==> src/rtl/ptr_agu_pkg.sv <==
package ptr_agu_pkg;

   typedef enum logic [1:0] {
      AM_PLAIN   = 2'd0,
      AM_POSTINC = 2'd1,
      AM_PREDEC  = 2'd2,
      AM_ABS     = 2'd3
   } amode_t;

   function automatic logic mode_writes_back(input amode_t m);
      return (m == AM_POSTINC) || (m == AM_PREDEC);
   endfunction

endpackage

==> src/rtl/ptr_agu_accept.sv <==
module ptr_agu_accept #(
   parameter int NUM_PTR = 3,
   parameter int SEL_W   = 2
) (
   input  logic             req_valid,
   input  logic             busy,
   input  logic [SEL_W-1:0] sel,
   output logic             accept
);
   localparam bit FULL_RANGE = ((1 << SEL_W) == NUM_PTR);

   logic in_range;

   generate
      if (FULL_RANGE) begin : g_full
         logic unused_sel;
         assign unused_sel = ^sel;
         assign in_range   = 1'b1;
      end else begin : g_partial
         assign in_range = ({1'b0, sel} < (SEL_W+1)'(NUM_PTR));
      end
   endgenerate

   assign accept = req_valid && !busy && in_range;

endmodule

==> src/rtl/ptr_agu_arith.sv <==
module ptr_agu_arith
   import ptr_agu_pkg::*;
#(
   parameter int ADDR_W      = 16,
   parameter int ADDER_STYLE = 0
) (
   input  amode_t            mode,
   input  logic [ADDR_W-1:0] ptr,
   input  logic [ADDR_W-1:0] cnst,
   output logic [ADDR_W-1:0] acc_addr,
   output logic [ADDR_W-1:0] wb_val,
   output logic              wb_need
);
   logic [ADDR_W-1:0] stepped;

   generate
      if (ADDER_STYLE == 0) begin : g_split
         logic [ADDR_W-1:0] inc_v;
         logic [ADDR_W-1:0] dec_v;
         assign inc_v   = ptr + ADDR_W'(1);
         assign dec_v   = ptr - ADDR_W'(1);
         assign stepped = (mode == AM_PREDEC) ? dec_v : inc_v;
      end else begin : g_shared
         logic [ADDR_W-1:0] operand;
         assign operand = (mode == AM_PREDEC) ? {ADDR_W{1'b1}} : ADDR_W'(1);
         assign stepped = ptr + operand;
      end
   endgenerate

   always_comb begin
      unique case (mode)
         AM_PLAIN:   acc_addr = ptr;
         AM_POSTINC: acc_addr = ptr;
         AM_PREDEC:  acc_addr = stepped;
         default:    acc_addr = cnst;
      endcase
   end

   assign wb_need = mode_writes_back(mode);
   assign wb_val  = wb_need ? stepped : '0;

endmodule

==> src/rtl/ptr_agu_issue.sv <==
module ptr_agu_issue #(
   parameter int ADDR_W  = 16,
   parameter int NUM_PTR = 3,
   parameter int SEL_W   = 2
) (
   input  logic              clk,
   input  logic              rst_n,
   input  logic              accept,
   input  logic              is_store,
   input  logic [SEL_W-1:0]  sel,
   input  logic [ADDR_W-1:0] acc_addr,
   input  logic [ADDR_W-1:0] wb_val,
   input  logic              wb_need,
   output logic              busy,
   output logic [ADDR_W-1:0] mem_addr,
   output logic              mem_rd,
   output logic              mem_wr,
   output logic [NUM_PTR-1:0] wb_en,
   output logic [ADDR_W-1:0] wb_ptr
);
   always_ff @(posedge clk) begin
      if (!rst_n) begin
         busy     <= 1'b0;
         mem_addr <= '0;
         mem_rd   <= 1'b0;
         mem_wr   <= 1'b0;
         wb_ptr   <= '0;
      end else if (accept) begin
         busy     <= 1'b1;
         mem_addr <= acc_addr;
         mem_rd   <= !is_store;
         mem_wr   <= is_store;
         wb_ptr   <= wb_val;
      end else begin
         busy     <= 1'b0;
         mem_addr <= '0;
         mem_rd   <= 1'b0;
         mem_wr   <= 1'b0;
         wb_ptr   <= '0;
      end
   end

   generate
      for (genvar i = 0; i < NUM_PTR; i++) begin : g_wb
         always_ff @(posedge clk) begin
            if (!rst_n) wb_en[i] <= 1'b0;
            else        wb_en[i] <= accept && wb_need && (sel == SEL_W'(i));
         end
      end
   endgenerate

endmodule

==> src/rtl/ptr_agu.sv <==
module ptr_agu
   import ptr_agu_pkg::*;
#(
   parameter int ADDR_W      = 16,
   parameter int NUM_PTR     = 3,
   parameter int ADDER_STYLE = 0,
   localparam int SEL_W      = (NUM_PTR > 1) ? $clog2(NUM_PTR) : 1
) (
   input  logic               clk,
   input  logic               rst_n,
   input  logic               req_valid,
   input  logic               req_store,
   input  logic [1:0]         req_mode,
   input  logic [SEL_W-1:0]   req_sel,
   input  logic [ADDR_W-1:0]  req_ptr,
   input  logic [ADDR_W-1:0]  req_const,
   output logic               acc_busy,
   output logic [ADDR_W-1:0]  mem_addr,
   output logic               mem_rd,
   output logic               mem_wr,
   output logic [NUM_PTR-1:0] wb_en,
   output logic [ADDR_W-1:0]  wb_ptr
);
   initial begin
      assert (ADDR_W >= 2) else $error("ptr_agu: ADDR_W must be at least 2");
      assert (NUM_PTR >= 2) else $error("ptr_agu: NUM_PTR must be at least 2");
      assert (ADDER_STYLE == 0 || ADDER_STYLE == 1)
         else $error("ptr_agu: ADDER_STYLE must be 0 or 1");
   end

   logic              accept;
   logic [ADDR_W-1:0] acc_addr;
   logic [ADDR_W-1:0] wb_val;
   logic              wb_need;
   amode_t            mode;

   assign mode = amode_t'(req_mode);

   ptr_agu_accept #(.NUM_PTR(NUM_PTR), .SEL_W(SEL_W)) u_accept (
      .req_valid (req_valid),
      .busy      (acc_busy),
      .sel       (req_sel),
      .accept    (accept)
   );

   ptr_agu_arith #(.ADDR_W(ADDR_W), .ADDER_STYLE(ADDER_STYLE)) u_arith (
      .mode     (mode),
      .ptr      (req_ptr),
      .cnst     (req_const),
      .acc_addr (acc_addr),
      .wb_val   (wb_val),
      .wb_need  (wb_need)
   );

   ptr_agu_issue #(.ADDR_W(ADDR_W), .NUM_PTR(NUM_PTR), .SEL_W(SEL_W)) u_issue (
      .clk      (clk),
      .rst_n    (rst_n),
      .accept   (accept),
      .is_store (req_store),
      .sel      (req_sel),
      .acc_addr (acc_addr),
      .wb_val   (wb_val),
      .wb_need  (wb_need),
      .busy     (acc_busy),
      .mem_addr (mem_addr),
      .mem_rd   (mem_rd),
      .mem_wr   (mem_wr),
      .wb_en    (wb_en),
      .wb_ptr   (wb_ptr)
   );

endmodule

==> config.mk <==
export PLATFORM = sky130hd
export DESIGN_NAME = ptr_agu
export DESIGN_NICKNAME = d
export VERILOG_FILES = /design/src/rtl/ptr_agu_pkg.sv /design/src/rtl/ptr_agu_accept.sv /design/src/rtl/ptr_agu_arith.sv /design/src/rtl/ptr_agu_issue.sv /design/src/rtl/ptr_agu.sv
export SDC_FILE = /design/constraint.sdc
export NUM_CORES = 1
export LEC_CHECK = 0
export CELL_PAD_IN_SITES_DETAIL_PLACEMENT = 0
export CELL_PAD_IN_SITES_GLOBAL_PLACEMENT = 1
export CORE_UTILIZATION = 35
export CTS_BUF_LIST = sky130_fd_sc_hd__clkbuf_4 sky130_fd_sc_hd__clkbuf_8
export DETAILED_ROUTE_END_ITERATION = 10
export PLACE_DENSITY = 0.92
export SYNTH_ARGS = -nofsm -noshare
export SYNTH_HDL_FRONTEND = slang
export SYNTH_SLANG_ARGS = --single-unit
==> constraint.sdc <==
create_clock -name clk -period 5.4 [get_ports clk]
set_clock_uncertainty 0.2 [all_clocks]
set_input_delay 1.62 -clock clk [delete_from_list [all_inputs] [get_ports clk]]
set_output_delay 1.62 -clock clk [all_outputs]
set_load 0.005 [all_outputs]
==> flow_metrics.env <==
export IMPL_outcome="completed"
export IMPL_pwr_density_cell_nw_per_um2=190.3
export IMPL_nNetsFinal=445
export IMPL_drv_cap=0
export IMPL_crit_chain="clkdlybuf4s50_1, inv_1, ha_1, buf_4, and2_1, a31oi_1, o21ai_1, a21boi_0, xnor2_1, o21ai_1"
export IMPL_overflow=0
export IMPL_post_cts_resized=0
export IMPL_fin_util_pct=47.96
export IMPL_synth_edff_count=0
export IMPL_route_vias_total=2736
export IMPL_syn_inst=339
export IMPL_p_leak_nw=1.289
export IMPL_wl_met3_um=693
export IMPL_final_fill_count=706
export IMPL_r2r_slack_ns=3.07
export IMPL_root_buffer="clkbuf_8"
export IMPL_cts_tree="done"
export IMPL_highest_layer="met4"
export IMPL_postRouteAntennaNets=0
export IMPL_wl_met2_um=3360
export IMPL_ctsHtreeMaxLevel=2
export IMPL_core_um2=7331
export IMPL_worst_pin_slew_ns=0.7203
export IMPL_start_util_pct=36.61
export IMPL_ir_worst_vdd_mv=0.1112
export IMPL_dp_hpwl_um=5761
export IMPL_rsz0062_at_grt="false"
export IMPL_startpoint="req_mode[0]"
export IMPL_setup_tns_ns=0
export IMPL_die_area_um2=8022
export IMPL_post_cts_buffers=0
export IMPL_crit_fanout=26
export IMPL_setup_viol=0
export IMPL_grt_usage_pct=19.24
export IMPL_maxSlewHeadroom_pct=51.98
export IMPL_place_port_buffers=77
export IMPL_fin_ws_ns=0.9815
export IMPL_synth_ff_type="dfxtp_1"
export IMPL_routed_wl_um=7745
export IMPL_cts_clk_slew_worst_paths_ns=0.07
export IMPL_die_h_um=89.57
export IMPL_synth_area_per_cell_um2=7.917
export IMPL_total_power_w=0.0006692
export IMPL_cts_sinks=38
export IMPL_clock_fmax_ghz=0.2263
export IMPL_route_detailed_drc=0
export IMPL_routabilityCongestion=0.9196
export IMPL_rows=31
export IMPL_synth_seq_area_share_pct=28.34
export IMPL_grt_first_pass_wirelength_um=12070
export IMPL_worstPathRequired_ns=5.35
export IMPL_clk_path_buf_depth=2
export IMPL_hold_ws_ns=0.6057
export IMPL_diodes=0
export IMPL_finalHoldViolCount=0
export IMPL_ios=78
export IMPL_avgViaCountPerCell=5.505
export IMPL_critPathLaunchType="input port"
export IMPL_ys_ff_latch=38
export IMPL_drt_met1_wl_um=3645
export IMPL_cp_end_kind="flip-flop"
export IMPL_syn_to_final_growth_pct=31.00
export IMPL_clock_latency_ns=0.27
export IMPL_slew_viol_final=0
export IMPL_drive_gt1_share_pct=8.543
export IMPL_reg2reg_from="u_issue.busy"
export IMPL_cp_slowest_cell="ha_1"
export IMPL_period_needed_ns=4.419
export IMPL_drt_pass1_iterations=4
export IMPL_grt_start_max_net_pins=45
export IMPL_post_drt_wl_per_cell_um=15.58
export IMPL_hp_start="u_issue.busy"
export IMPL_crit_arrival_ns=4.37
export IMPL_ys_warnings_count=0
export IMPL_drtIter0Drc=207
export IMPL_worstHoldPathType="flip-flop to flip-flop"
export IMPL_period_share_pct=81.82
export IMPL_die_w_um=89.57
export IMPL_cpMostUsedCell="o21ai_1"
export IMPL_grt_pass1_vias=2422
export IMPL_synthArstFlopShare_pct=0
export IMPL_grt_antenna_before_repair=0
export IMPL_place_ws_ns=0.7578
export IMPL_postCtsHoldBufs=0
export IMPL_cpPeakStageDelay_ns=0.64
export IMPL_syn_nets=386
export IMPL_cts_buffers=5
export IMPL_setup_worst_path_class="input port to flip-flop"
export IMPL_synthDistinctLibCells=73
export IMPL_synth_area_um2=2684
==> cells in the mapped netlist, types with 6 or more instances <==
master    number  share of area, %
o21ai_0       19               3.5
inv_1          9               1.3
nor2_1        29               4.1
ha_1           7               3.3
dfxtp_1       38                28
o21ai_1        6               1.1
nand2b_1       6               1.4
a21oi_1       18               3.4
and2_1         6               1.4
nand3_1        7               1.3
buf_2         11               2.1
xnor2_1       16               5.2
clkbuf_1       8               1.1
nand2_1       37               5.2
==> cell families after synthesis <==
kind of cell,count (synthesis),share of synthesized area [%]
compound gates,99,26.67
xor+xnor,20,6.527
fa+ha+maj,7,3.263
buf+inv,41,8.065
simple gates,131,26.01
mux,3,1.119
flops,38,28.35
==> routing by layer <==
metal | track usage [%] | vias up
li1 | - | 1331
met1 | 27.59 | 1274
met2 | 30.37 | 127
met3 | 2.862 | 4
met4 | 4.040 | 0
met5 | 0 | -
==> sequential cells by signal (all words and copies together), names as in the netlist <==
signal            flops
u_issue.wb_en         3
u_issue.wb_ptr       16
u_issue.busy          1
u_issue.mem_addr     16
u_issue.mem_rd        1
u_issue.mem_wr        1
==> critical path, delay by kind of cell <==
family,cells,cell delay [ns]
buffers and inverters,3,1.00
AND/OR/NAND/NOR,1,0.17
adder cells (fa/ha/maj),1,0.64
AO/OA/AOI/OAI,4,0.60
XOR/XNOR,1,0.33
==> placed cells by master, fill, tap and decap left out, types with 5 or more instances in the layout <==
cell             count
clkdlybuf4s50_1     77
dfxtp_1             38
nand2_1             37
nor2_1              29
o21ai_0             19
a21oi_1             18
xnor2_1             16
inv_1                9
nand3_1              7
ha_1                 7
o21ai_1              6
nand2b_1             6
and2_1               6
nor2b_1              5
a31oi_1              5
nor3_1               5
clkbuf_8             5
==> final timing paths <==
path	to	cells past startpoint
worst max-delay path	u_issue.mem_addr[11]	10
worst min-delay path	u_issue.mem_rd	2
worst max register to register	u_issue.wb_ptr[12]	5
worst min register to register	u_issue.mem_rd	2
==> power by group <==
group	switching, W	internal (W)
clock network	0.0000901	0.0000865
logic	0.000106	0.0000939
registers	0.00000254	0.000290
==> cell type report <==
cell class	count	area [um2]	area share, %
multi-input combinational	260	1707	48.54
timing repair buffer	81	800.8	22.78
sequential	38	760.7	21.64
tap	99	123.9	3.523
clock buffer	5	68.82	1.957
inverter	12	45.04	1.281
clock inverter	2	10.01	0.2847
==> per-stage QoR <==
step	cell area, um2	cells
CTS	3516	497
floorplan	2684	339
detailed placement	3437	490
global placement	3437	490
finish	3516	497
global route	3516	497
(Power assumes the default switching activity.)
